<file path="config.mk">
export PLATFORM = sky130hd
export DESIGN_NAME = core_pwrup_seq
export DESIGN_NICKNAME = d
export VERILOG_FILES = /design/src/rtl/pwrup_pkg.sv /design/src/rtl/pwrup_delay.sv /design/src/rtl/pwrup_fsm.sv /design/src/rtl/pwrup_regbank.sv /design/src/rtl/core_pwrup_seq.sv
export SDC_FILE = /design/constraint.sdc
export NUM_CORES = 1
export LEC_CHECK = 0
export ABC_AREA = 1
export BUFFER_PORTS_ARGS = -buffer_cell sky130_fd_sc_hd__buf_4
export CORE_MARGIN = 2
export CORE_UTILIZATION = 45
export CTS_CLUSTER_SIZE = 8
export DETAILED_ROUTE_END_ITERATION = 10
export PLACE_DENSITY = 0.79
export SLEW_MARGIN = 5
export SYNTH_ARGS = -nofsm -noshare
export SYNTH_HDL_FRONTEND = slang
export SYNTH_SLANG_ARGS = --single-unit
</file>
<file path="constraint.sdc">
create_clock -name clk -period 2.8 [get_ports clk]
set_input_delay 0.56 -clock clk [delete_from_list [all_inputs] [get_ports clk]]
set_output_delay 0.56 -clock clk [all_outputs]
set_load 0.005 [all_outputs]
</file>
<file path="src/rtl/pwrup_pkg.sv">
// Package: shared bit positions, window offsets and step encoding for the
// core power-up sequencer. Assumes 32-bit control words.
package pwrup_pkg;
    // Power-control word bit positions
    localparam int PB_OCLAMP   = 0;
    localparam int PB_MCLAMP   = 1;
    localparam int PB_L1RSTDIS = 2;
    localparam int PB_MEMHS    = 3;
    localparam int PB_CRST     = 4;
    localparam int PB_PORST    = 5;
    localparam int PB_CLKGATE  = 6;
    localparam int PB_PWRDUP   = 7;

    // Power-gate word fields
    localparam int GB_HSEN      = 0;
    localparam int GB_HSCNT_LSB = 24;

    // Offsets in a core's register window
    localparam logic [7:0] OFF_PCTL = 8'h04;
    localparam logic [7:0] OFF_GATE = 8'h14;

    typedef enum logic [3:0] {
        ST_IDLE,
        ST_PCTL_INIT,
        ST_GATE_ON,
        ST_WAIT_GATE,
        ST_MCLAMP_OFF,
        ST_MEMHS_ON,
        ST_WAIT_MEMHS,
        ST_OCLAMP_OFF,
        ST_WAIT_OCLAMP,
        ST_RST_OFF,
        ST_PWRDUP,
        ST_DONE
    } step_e;
endpackage

</file>
<file path="src/rtl/pwrup_delay.sv">
// Module: settling-wait counter. A load pulse arms it for WAIT_CYC cycles.
// expired_o is high once the count has run down to zero.
// Assumes WAIT_CYC >= 1.
module pwrup_delay #(
    parameter int WAIT_CYC = 400
) (
    input  logic clk,
    input  logic rst_n,
    input  logic load_i,
    output logic expired_o
);
    localparam int CNT_W = (WAIT_CYC > 1) ? $clog2(WAIT_CYC) : 1;
    localparam logic [CNT_W-1:0] LOAD_VAL = CNT_W'(WAIT_CYC - 1);

    logic [CNT_W-1:0] cnt_q;

    // Count down from the load value to zero.
    always_ff @(posedge clk) begin
        if (!rst_n)              cnt_q <= '0;
        else if (load_i)         cnt_q <= LOAD_VAL;
        else if (cnt_q != '0)    cnt_q <= cnt_q - 1'b1;
    end

    assign expired_o = (cnt_q == '0);

    AST_CNT_RANGE: assert property (@(posedge clk) disable iff (!rst_n)
        cnt_q <= LOAD_VAL);
    AST_CNT_DOWN: assert property (@(posedge clk) disable iff (!rst_n)
        (!load_i && cnt_q != '0) |=> (cnt_q == $past(cnt_q) - 1'b1));
endmodule

</file>
<file path="src/rtl/pwrup_fsm.sv">
// Module: step sequencer. It walks the fixed power-up order and emits one
// register write per step. A shadow of the power-control word lets each
// step modify only its own bits. Assumes start_i is a single-cycle request.
module pwrup_fsm
    import pwrup_pkg::*;
#(
    parameter int IDX_W    = 2,
    parameter int HS_COUNT = 16
) (
    input  logic             clk,
    input  logic             rst_n,
    input  logic             start_i,
    input  logic [IDX_W-1:0] core_idx_i,
    input  logic             expired_i,
    output logic             load_wait_o,
    output logic             wr_pctl_o,
    output logic             wr_gate_o,
    output logic [31:0]      wr_data_o,
    output logic [IDX_W-1:0] tgt_core_o,
    output logic             busy_o,
    output logic             done_o
);
    localparam logic [31:0] GATE_VAL =
        (32'(HS_COUNT) << GB_HSCNT_LSB) | (32'd1 << GB_HSEN);

    step_e            st_q, st_d;
    logic [7:0]       shadow_q, shadow_d;
    logic [IDX_W-1:0] tgt_q;

    // State, shadow word and target core registers.
    always_ff @(posedge clk) begin
        if (!rst_n) begin
            st_q     <= ST_IDLE;
            shadow_q <= '0;
            tgt_q    <= '0;
        end else begin
            st_q     <= st_d;
            shadow_q <= shadow_d;
            if (st_q == ST_IDLE && start_i) tgt_q <= core_idx_i;
        end
    end

    // Next step, write strobes and the updated shadow word.
    always_comb begin
        st_d        = st_q;
        shadow_d    = shadow_q;
        load_wait_o = 1'b0;
        wr_pctl_o   = 1'b0;
        wr_gate_o   = 1'b0;
        wr_data_o   = '0;
        unique case (st_q)
            ST_IDLE: if (start_i) st_d = ST_PCTL_INIT;
            ST_PCTL_INIT: begin
                shadow_d = '0;
                shadow_d[PB_OCLAMP] = 1'b1;
                shadow_d[PB_MCLAMP] = 1'b1;
                shadow_d[PB_CRST]   = 1'b1;
                shadow_d[PB_PORST]  = 1'b1;
                wr_pctl_o = 1'b1;
                st_d = ST_GATE_ON;
            end
            ST_GATE_ON: begin
                wr_gate_o   = 1'b1;
                wr_data_o   = GATE_VAL;
                load_wait_o = 1'b1;
                st_d = ST_WAIT_GATE;
            end
            ST_WAIT_GATE: if (expired_i) st_d = ST_MCLAMP_OFF;
            ST_MCLAMP_OFF: begin
                shadow_d[PB_MCLAMP] = 1'b0;
                wr_pctl_o = 1'b1;
                st_d = ST_MEMHS_ON;
            end
            ST_MEMHS_ON: begin
                shadow_d[PB_MEMHS] = 1'b1;
                wr_pctl_o   = 1'b1;
                load_wait_o = 1'b1;
                st_d = ST_WAIT_MEMHS;
            end
            ST_WAIT_MEMHS: if (expired_i) st_d = ST_OCLAMP_OFF;
            ST_OCLAMP_OFF: begin
                shadow_d[PB_OCLAMP] = 1'b0;
                wr_pctl_o   = 1'b1;
                load_wait_o = 1'b1;
                st_d = ST_WAIT_OCLAMP;
            end
            ST_WAIT_OCLAMP: if (expired_i) st_d = ST_RST_OFF;
            ST_RST_OFF: begin
                shadow_d[PB_CRST]  = 1'b0;
                shadow_d[PB_PORST] = 1'b0;
                wr_pctl_o = 1'b1;
                st_d = ST_PWRDUP;
            end
            ST_PWRDUP: begin
                shadow_d[PB_PWRDUP] = 1'b1;
                wr_pctl_o = 1'b1;
                st_d = ST_DONE;
            end
            ST_DONE: st_d = ST_IDLE;
            default: st_d = ST_IDLE;
        endcase
        if (wr_pctl_o) wr_data_o = {24'd0, shadow_d};
    end

    assign tgt_core_o = tgt_q;
    assign busy_o     = (st_q != ST_IDLE);
    assign done_o     = (st_q == ST_DONE);

    AST_DONE_PULSE: assert property (@(posedge clk) disable iff (!rst_n)
        done_o |=> !done_o);
    AST_BUSY_IGNORE: assert property (@(posedge clk) disable iff (!rst_n)
        (busy_o && start_i) |=> $stable(tgt_q));
    AST_ONE_WRITE: assert property (@(posedge clk) disable iff (!rst_n)
        !(wr_pctl_o && wr_gate_o));
    AST_WAIT_HOLD: assert property (@(posedge clk) disable iff (!rst_n)
        (st_q == ST_WAIT_GATE && !expired_i) |=> (st_q == ST_WAIT_GATE));
endmodule

</file>
<file path="src/rtl/pwrup_regbank.sv">
// Module: per-core register store. It holds one power-control word and one
// power-gate word for each core and applies writes from the sequencer.
// Indices at or above NUM_CORES write nothing.
module pwrup_regbank
    import pwrup_pkg::*;
#(
    parameter int NUM_CORES = 4,
    parameter int IDX_W     = 2
) (
    input  logic                      clk,
    input  logic                      rst_n,
    input  logic                      wr_pctl_i,
    input  logic                      wr_gate_i,
    input  logic [31:0]               wr_data_i,
    input  logic [IDX_W-1:0]          tgt_core_i,
    output logic [NUM_CORES*32-1:0]   pctl_o,
    output logic [NUM_CORES*32-1:0]   gate_o
);
    logic [NUM_CORES-1:0] sel;

    for (genvar c = 0; c < NUM_CORES; c++) begin : g_core
        logic [31:0] pctl_q, gate_q;

        assign sel[c] = (tgt_core_i == IDX_W'(c));

        // Hold this core's words and apply addressed writes.
        always_ff @(posedge clk) begin
            if (!rst_n) begin
                pctl_q <= '0;
                gate_q <= '0;
            end else begin
                if (wr_pctl_i && sel[c]) pctl_q <= wr_data_i;
                if (wr_gate_i && sel[c]) gate_q <= wr_data_i;
            end
        end

        assign pctl_o[c*32 +: 32] = pctl_q;
        assign gate_o[c*32 +: 32] = gate_q;

        AST_PWRUP_AFTER_RST: assert property (@(posedge clk) disable iff (!rst_n)
            $rose(pctl_q[PB_PWRDUP]) |-> (pctl_q[PB_CRST] == 1'b0 && pctl_q[PB_PORST] == 1'b0));
        AST_CLAMP_BEFORE_HS: assert property (@(posedge clk) disable iff (!rst_n)
            $rose(pctl_q[PB_MEMHS]) |-> !pctl_q[PB_MCLAMP]);
    end

    AST_ONE_CORE: assert property (@(posedge clk) disable iff (!rst_n)
        $onehot0(sel));
endmodule

</file>
<file path="src/rtl/core_pwrup_seq.sv">
// Module: top of the secondary-core power-up sequencer. It ties together
// the step sequencer, the wait counter and the per-core register store,
// and it serves a combinational read port over each core's window.
// Assumes CLK_MHZ * 2 >= 1.
module core_pwrup_seq
    import pwrup_pkg::*;
#(
    parameter int NUM_CORES = 4,
    parameter int CLK_MHZ   = 200,
    parameter int WAIT_US   = 2,
    parameter int HS_COUNT  = 16,
    localparam int IDX_W    = (NUM_CORES > 1) ? $clog2(NUM_CORES) : 1,
    localparam int WAIT_CYC = CLK_MHZ * WAIT_US
) (
    input  logic                    clk,
    input  logic                    rst_n,
    input  logic                    start_i,
    input  logic [IDX_W-1:0]        core_idx_i,
    output logic                    busy_o,
    output logic                    done_o,
    output logic [NUM_CORES*32-1:0] pctl_o,
    output logic [NUM_CORES*32-1:0] gate_o,
    input  logic [IDX_W-1:0]        rd_core_i,
    input  logic [7:0]              rd_off_i,
    output logic [31:0]             rd_data_o
);
    logic             load_wait, expired, wr_pctl, wr_gate;
    logic [31:0]      wr_data;
    logic [IDX_W-1:0] tgt_core;

    pwrup_fsm #(.IDX_W(IDX_W), .HS_COUNT(HS_COUNT)) u_fsm (
        .clk(clk), .rst_n(rst_n), .start_i(start_i), .core_idx_i(core_idx_i),
        .expired_i(expired), .load_wait_o(load_wait), .wr_pctl_o(wr_pctl),
        .wr_gate_o(wr_gate), .wr_data_o(wr_data), .tgt_core_o(tgt_core),
        .busy_o(busy_o), .done_o(done_o)
    );

    pwrup_delay #(.WAIT_CYC(WAIT_CYC)) u_delay (
        .clk(clk), .rst_n(rst_n), .load_i(load_wait), .expired_o(expired)
    );

    pwrup_regbank #(.NUM_CORES(NUM_CORES), .IDX_W(IDX_W)) u_regs (
        .clk(clk), .rst_n(rst_n), .wr_pctl_i(wr_pctl), .wr_gate_i(wr_gate),
        .wr_data_i(wr_data), .tgt_core_i(tgt_core), .pctl_o(pctl_o), .gate_o(gate_o)
    );

    // Read port: select a core's word by window offset.
    always_comb begin
        rd_data_o = '0;
        for (int c = 0; c < NUM_CORES; c++) begin
            if (rd_core_i == IDX_W'(c)) begin
                if (rd_off_i == OFF_PCTL)      rd_data_o = pctl_o[c*32 +: 32];
                else if (rd_off_i == OFF_GATE) rd_data_o = gate_o[c*32 +: 32];
            end
        end
    end

    AST_DONE_IMPLIES_BUSY: assert property (@(posedge clk) disable iff (!rst_n)
        done_o |-> busy_o);
endmodule

</file>
==> metrics list, run 1 <==
- Dividing the detail-routed via count by the number of cells gives 4.54.
- Horizontal die dimension: roughly 120 um
- After floorplanning, the core was divided into 41 placement rows.
* Number of cells traversed by the worst hold path: 2
- TritonCTS clock tree: done
* Routed WL: around 14000 um
- The count of cells in the finished layout, fillers not included, comes to 1085.
* Worst reg2reg endpoint: u_fsm.st_q[2]$_SDFFE_PN0P_
* Post-DP HPWL: 11000 um
- CTS Root Buffer Type: sky130_fd_sc_hd__clkbuf_16
* Placed cell count: about 1.1k
* Number of cells upsized or downsized after cts: 0
- Number of pins with negative max-slew slack in the final report: 0
* Post-route DRC: 0
* Hold violation count in the final report: 0
- After synthesis, the netlist uses 29 different library cells.
- Power spread over the standard cell area amounts to 593 nW/um^2.
- The die is 118 um tall.
* Data arrival time of the worst path: 1.99 ns
* Top achievable clock speed: ~390 MHz
- For flop-to-flop paths, the worst setup slack is approximately 1.1 ns.
- TritonCTS sink count: 95
- The biggest area contributor in the post-synthesis netlist is sky130_fd_sc_hd__dfxtp_1.
- Of the synthesized area, sequential elements account for 0.328.
* Aggregate global-route resource usage: 0.196
- Global routing finished with a remaining overflow of 0.
- Headroom to the max-slew limit came out at 0.479.
- Of the post-synthesis cell area, the dominant cell type holds 0.328.
- N_diodes: 0
- Dividing the final minimum period by the clock period gives 0.909.
- The congestion estimate from routability-driven global placement came to 0.907.
- Clk pin slew, worst setup/hold paths: 0.06 ns
* Starting DRC count in detailed routing: 556
- The final layout contains ~920 nets.
- Result of the run: complete, no violations
- Hold path startpoint: u_regs.g_core[3].gate_q[3]$_SDFFE_PN0P_
- Pre-Repair DR Iteration Count: 8
* Reported max-cap violation count: 0
- The area growth from synthesis to layout is 7.91%.
- Mean instance size in the synthesized netlist: between 7 and 8 um^2
- In the final routed layout, each cell accounts on average for 13.3 um.
- At the pin with the least slew margin, the transition time is 0.779 ns.
- Worst min-delay path endpoint: u_regs.g_core[3].gate_q[3]$_SDFFE_PN0P_
* Maximum number of pins on one net before global-route repair: 51
- Global-route wire length before repair: 21700 um
- For this design the static power due to leakage is 3.26 nW.
* Startpoint type of the worst setup path: input port
- In this run the worst path has a maximum fanout of 46.
- Worst skew pair latency: 0.34 ns
- CP required: ~2.2 ns
* Worst r2r src: u_delay.cnt_q[0]$_SDFFE_PN0P_
- The initial antenna violation count came to 0.
- Post-synthesis cell count: slightly above 800
- Setup TNS: 0 ns
* Cell area after synthesis: 5800 um^2
* H-tree levels: 3
- Of the cells placed in the final design, the portion with a size suffix greater than 1 is 0.148.
- Detail Route Antenna Nets: 0
* Reg2Reg Depth: 8
- OpenSTA, run right after detailed placement, puts the worst setup slack at about 0.31 ns.
* Number of buffer cells added on primary ports: 97
* Vias in the first global route: 4007
- Vias: 4931
- The initial utilization of the core area, before any placement, comes to 0.460.
* Top cells by area in the synthesized netlist: sky130_fd_sc_hd__dfxtp_1 33%, sky130_fd_sc_hd__buf_4 27%, sky130_fd_sc_hd__nand2_1 10%
* Clock skew: 0.00427 ns
- Crit path capture type: primary output
* Post-CTS Setup Repair Bufs: 0
- Inserted Clock Buffers: 9
- The die covers 13800 um^2.
* Shortest clock period the worst path allows after layout: 2.55 ns
- Synthesis-stage register bit count: 95
* Hold buffer count at CTS: 0
- Worst-case clock buffer depth: 2
- Top-level port count: 305
* Setup repair after global routing missed its margin: no
- Yosys printed 0 warnings.
- The worst-case IR drop observed on VDD is 0.000717 V.
- The completed layout was analyzed and its total power is approximately 3.7 mW.
- Core region area: 12600 um^2
* Classification of the worst-slack hold path: reg -> reg
* Minimum setup slack in the final design: 0.255 ns
- Type of the worst setup path: in -> out
* Setup Viol. Count Final: 0
synth_stat cells:
cell type	number
sky130_fd_sc_hd__dfxtp_1	95
sky130_fd_sc_hd__nor3_1	10
sky130_fd_sc_hd__a21oi_2	1
sky130_fd_sc_hd__conb_1	1
sky130_fd_sc_hd__buf_1	4
sky130_fd_sc_hd__clkbuf_1	7
sky130_fd_sc_hd__buf_6	4
sky130_fd_sc_hd__o21ai_0	23
sky130_fd_sc_hd__nor4_1	1
sky130_fd_sc_hd__o21a_1	5
sky130_fd_sc_hd__inv_1	63
sky130_fd_sc_hd__buf_4	207
sky130_fd_sc_hd__nand2_1	159
sky130_fd_sc_hd__inv_2	2
sky130_fd_sc_hd__nand2_2	1
sky130_fd_sc_hd__ha_1	1
sky130_fd_sc_hd__xor2_1	3
sky130_fd_sc_hd__nand4_1	12
sky130_fd_sc_hd__nor2_2	4
sky130_fd_sc_hd__or2_2	1
sky130_fd_sc_hd__clkinv_1	2
sky130_fd_sc_hd__and3_1	1
sky130_fd_sc_hd__nor2_1	63
sky130_fd_sc_hd__o211ai_1	1
sky130_fd_sc_hd__o21ai_1	20
sky130_fd_sc_hd__buf_2	11
sky130_fd_sc_hd__a21oi_1	17
sky130_fd_sc_hd__nand3_4	4
sky130_fd_sc_hd__nand3_1	96
state kept, by name, indices dropped and copies added (netlist names):
name / flops
u_delay.cnt_q: 9
u_fsm.st_q: 4
u_fsm.tgt_core_o: 2
u_regs.g_core.gate_q: 36
u_regs.g_core.pctl_q: 36
u_fsm.shadow_q: 8
kinds of logic (layout without fill, tap and decap cells):
| kind of cell | after synthesis | count (layout) | synth area share |
|---|---|---|---|
| DFF | 95 | 95 | 0.328 |
| AOI/OAI and AO/OA | 67 | 67 | 0.0610 |
| other | 1 | 207 | 0.000646 |
| adders and majority gates | 1 | 1 | 0.00216 |
| and+or+nand+nor | 352 | 352 | 0.269 |
| buffers and inverters | 300 | 188 | 0.335 |
| xor gates and xnor gates | 3 | 3 | 0.00453 |
metrics by stage:
| stage | hold slack (ns) | utilization | instance area (um^2) |
|---|---|---|---|
| floorplan | 0.446 | - | 6580 |
| global placement | 0.448 | 0.469 | 5920 |
| detailed placement | 0.451 | 0.469 | 5920 |
| CTS | 0.462 | 0.496 | 6260 |
| global route | 0.486 | 0.496 | 6260 |
| finish | 0.460 | 0.496 | 6260 |
layout by cell type (no fill, tap or decap), types with 17 or more instances in the layout:
| cell type | count |
|---|---|
| sky130_fd_sc_hd__nand2_1 | 159 |
| sky130_fd_sc_hd__a21oi_1 | 17 |
| sky130_fd_sc_hd__nand3_1 | 96 |
| sky130_fd_sc_hd__conb_1 | 207 |
| sky130_fd_sc_hd__inv_1 | 63 |
| sky130_fd_sc_hd__o21ai_0 | 23 |
| sky130_fd_sc_hd__buf_4 | 103 |
| sky130_fd_sc_hd__dfxtp_1 | 95 |
| sky130_fd_sc_hd__o21ai_1 | 20 |
| sky130_fd_sc_hd__nor2_1 | 62 |
power by group:
group / switching [mW] / internal [mW]
Sequential: 0.0866 / 1.45
Clock: 0.533 / 0.876
Combinational: 0.518 / 0.253
Total: 1.14 / 2.58
metal layers:
layer / global-route usage / vias up / part of all wire
met4: 0.0768 / 0 / 0.029
met2: 0.331 / 309 / 0.48
met1: 0.243 / 2229 / 0.39
met5: 0 / - / 0
li1: - / 2352 / -
met3: 0.0431 / 41 / 0.097
worst max-delay path, stage by stage:
cell and delay (ns):
sky130_fd_sc_hd__buf_4 0.11, sky130_fd_sc_hd__inv_1 0.04, sky130_fd_sc_hd__nand2_1 0.09, sky130_fd_sc_hd__nor2_4 0.14
sky130_fd_sc_hd__buf_4 0.41, sky130_fd_sc_hd__nand3_1 0.18, sky130_fd_sc_hd__nand2_1 0.10, sky130_fd_sc_hd__nand2_1 0.06
sky130_fd_sc_hd__nand4_1 0.15, sky130_fd_sc_hd__buf_4 0.13
area by class of cell:
| cell class | count | area [um^2] |
|---|---|---|
| multi-input combinational | 630 | 2740 |
| sequential | 95 | 1900 |
| clock buffer | 9 | 225 |
| fill | 1273 | 6360 |
| tap | 172 | 215 |
| clock inverter | 7 | 120 |
| inverter | 67 | 251 |
| timing repair buffer | 105 | 813 |
worst max-delay path by stage:
stage,endpoint,depth (start not counted),from
3_3_place_gp,rd_data_o[28],10,rd_off_i[3]
6_report,rd_data_o[28],10,rd_off_i[3]
2_1_floorplan,rd_data_o[7],8,rd_off_i[6]
5_1_grt,rd_data_o[28],10,rd_off_i[3]
4_1_cts,rd_data_o[28],10,rd_off_i[3]
3_5_place_dp,rd_data_o[28],10,rd_off_i[3]
(Power assumes the default switching activity.)
==> inputs of run 2 (changes only) <==
--- a/config.mk
+++ b/config.mk
@@ -11,7 +11,7 @@
 export CORE_UTILIZATION = 45
 export CTS_CLUSTER_SIZE = 8
 export DETAILED_ROUTE_END_ITERATION = 10
-export PLACE_DENSITY = 0.79
+export PLACE_DENSITY = 0.82
 export SLEW_MARGIN = 5
 export SYNTH_ARGS = -nofsm -noshare
 export SYNTH_HDL_FRONTEND = slang
==> metrics list, run 2 (synthesis results as in run 1) <==
* Inserted Clock Buffers: 9 (unchanged)
* N_diodes: 0 (unchanged)
* Met2 GRT Util: 0.335 (+0.00439)
* Type of the worst setup path: in -> out
- The net switching share of the total power came to 0.328 (+0.0217).
* Setup repair after global routing missed its margin: no
* Crit path capture type: primary output
- Worst IR Drop VDD: 0.000347 V (-52%)
* Worst skew pair latency: 0.35 ns (about the same)
- The library cells used most frequently in the layout, excluding fill and tap cells, are 207 x sky130_fd_sc_hd__conb_1, 159 x sky130_fd_sc_hd__nand2_1, 103 x sky130_fd_sc_hd__buf_4.
* Detail Route Antenna Nets: 0 (unchanged)
* Wire per inst: 13.2 um (-0.70%)
- Top achievable clock speed: 415 MHz (+5.7%)
- Vias: 4969 (+0.77%)
* Seq pwr share: 0.428 (+0.015)
* Number of pins with negative max-slew slack in the final report: 0 (unchanged)
* Setup TNS: 0 ns (unchanged)
* Horizontal die dimension: 118 um (unchanged)
* Area of the die: 13800 um^2 (unchanged)
- The flow ran to the end, and the final reports show no timing, DRC or antenna violations.
- In this run the worst hold path is classified as reg -> reg.
* Hold buffer count at CTS: 0 (unchanged)
- Starting DRC count in detailed routing: 474 (-15%)
* Post-route DRC: 0 (unchanged)
- Number of buffer cells added on primary ports: 97 (unchanged)
- The clock tree skew after final layout came to 0.0112 ns (+0.00689 ns).
* H-tree levels: 3 (unchanged)
* Setup Viol. Count Final: 0 (unchanged)
* Cell-internal power: 2.40 mW (-6.7%)
- The cell area after placement came to 5920 um^2 (unchanged).
* GR met1 Demand/Resource: 0.244 (+0.00111)
- The via count of the first global-routing pass was 4079 (+1.8%).
- Data arrival time of the worst path: 1.85 ns (-0.14 ns)
- Post-CTS Setup Repair Bufs: 0 (unchanged)
- Crit Path Max Fanout: 24 (-48%)
- The power density over cell area came to 575 nW/um^2 (-3.1%).
* TritonCTS sink count: 95 (unchanged)
- Detail-routed via count per cell: 4.58 (+0.77%)
- Number of filler instances in the final layout: 1240 (-2.6%)
- Hold violation count in the final report: 0 (unchanged)
- The floorplan row count came to 41 (unchanged).
- Floorplan die height: 118 um (unchanged)
- Post-route cell area: 6220 um^2 (-0.66%)
- Global route total overflow: 0 (unchanged)
- The maximum number of pins on one net before global-route repair came to 57 (+12%).
- The worst-case clock buffer depth was 2 (unchanged).
- CP required: 2.24 ns (about the same)
* Layout overhead on the synthesized area: 7.20%
- Transition time of the tightest slew-check pin: 0.682 ns (-0.0968 ns)
- Clk pin slew, worst setup/hold paths: 0.07 ns (about the same)
- Reg-to-reg slack, setup: 1.04 ns (about the same)
* Net count reported at finish: 924 (unchanged)
* Number of antenna violations at the first check in global routing: 0 (unchanged)
- RePlAce Congestion: 0.884 (-2.5%)
- The part of the power in combinational logic was 0.220 (+0.012).
* Global-route wire length before repair: 21500 um (-0.83%)
- Shortest clock period the worst path allows after layout: 2.41 ns (-0.137 ns)
* Number of cells upsized or downsized after cts: 0 (unchanged)
* TritonCTS clock tree: done
* Fraction of final layout cells with drive strength greater than 1: 0.148 (unchanged)
- Aggregate global-route resource usage: 0.193 (-0.00274)
- Startpoint type of the worst setup path: input port
* Post-route clock period utilization: 0.860 (-0.0489)
- The first-pass iteration count of the detailed router came to 6 (-2).
- Top-level port count: 305 (unchanged)
- The switching power of the nets is 1.17 mW (+3.1%).
- Core region area: 12600 um^2 (unchanged)
* CTS Root Buffer Type: sky130_fd_sc_hd__clkbuf_16
- The starting utilization of the core area is 0.460 (unchanged).
- Commonest non-fill, non-tap cell in the layout: sky130_fd_sc_hd__conb_1
- Leakage power: 3.23 nW (-0.73%)
- Reported max-cap violation count: 0 (unchanged)
* Routing layer with the top usage in global route: met2
- The largest registers in the layout are u_regs.g_core.gate_q: 36 flops, u_regs.g_core.pctl_q: 36 flops, u_delay.cnt_q: 9 flops.
* Max-Slew Margin vs Limit: 0.543 (+0.0647)
- Post-DP HPWL: 10900 um (-0.57%)
- The total detailed-routing wirelength came to 14400 um (-0.70%).
* Met3 track utilization from global routing: 0.0242 (-0.0189)
- The power share of the clock group is 0.352 (-0.027).
## run 2: per-layer routing
| metal | vias up | wire, um | part of all wire |
|---|---|---|---|
| met5 | - | 0 | 0 |
| met4 | 0 | 405 | 0.028 |
| met3 | 34 | 1190 | 0.083 |
| met2 | 289 | 7110 | 0.49 |
| met1 | 2276 | 5660 | 0.39 |
| li1 | 2370 | - | - |
## run 2: path summary, 6_finish.rpt
kind	startpoint	cells after the start	to
worst min-delay path	u_regs.g_core[2].gate_q[6]$_SDFFE_PN0P_	2	u_regs.g_core[2].gate_q[6]$_SDFFE_PN0P_
worst max-delay path	rd_off_i[7]	10	rd_data_o[5]
worst min register to register	u_regs.g_core[2].gate_q[6]$_SDFFE_PN0P_	2	u_regs.g_core[2].gate_q[6]$_SDFFE_PN0P_
worst max register to register	u_delay.cnt_q[0]$_SDFFE_PN0P_	8	u_fsm.st_q[2]$_SDFFE_PN0P_
## run 2: final cells by class
class	count	area, um^2	share of cell area
well taps	172	215	0.0346
clock inverters	7	78.8	0.0127
clock buffers	9	225	0.0362
multi-input cells	630	2740	0.440
flip-flops and latches	95	1900	0.306
inverters	67	251	0.0404
repair buffers	105	813	0.131
## run 2: critical path: stages
cell and delay, ns:
sky130_fd_sc_hd__buf_4 0.11, sky130_fd_sc_hd__inv_1 0.04, sky130_fd_sc_hd__nand2_1 0.08, sky130_fd_sc_hd__nor2_1 0.15
sky130_fd_sc_hd__buf_4 0.30, sky130_fd_sc_hd__nand3_1 0.13, sky130_fd_sc_hd__nand2_1 0.10, sky130_fd_sc_hd__nand2_1 0.07
sky130_fd_sc_hd__nand4_1 0.18, sky130_fd_sc_hd__buf_4 0.14
## run 2: per-stage QoR
step                setup WS, ns  utilization  hold slack, ns  power (mW)  cells
global route               0.314        0.493           0.489        3.75   1085
detailed placement         0.454        0.469           0.446        2.32   1069
floorplan                  0.788            -           0.446        2.34   1025
global placement           0.456        0.469           0.445        2.30   1069
CTS                        0.438        0.493           0.459        3.56   1085
finish                     0.392        0.493           0.463        3.58   1085
## run 2: power by group through the flow
stage,combinational (mW),sequential [mW],clock (mW)
detailed placement,0.764,1.56,0
CTS,0.770,1.53,1.26
global route,0.887,1.54,1.32
finish,0.788,1.53,1.26
floorplan,0.796,1.54,0
global placement,0.748,1.56,0
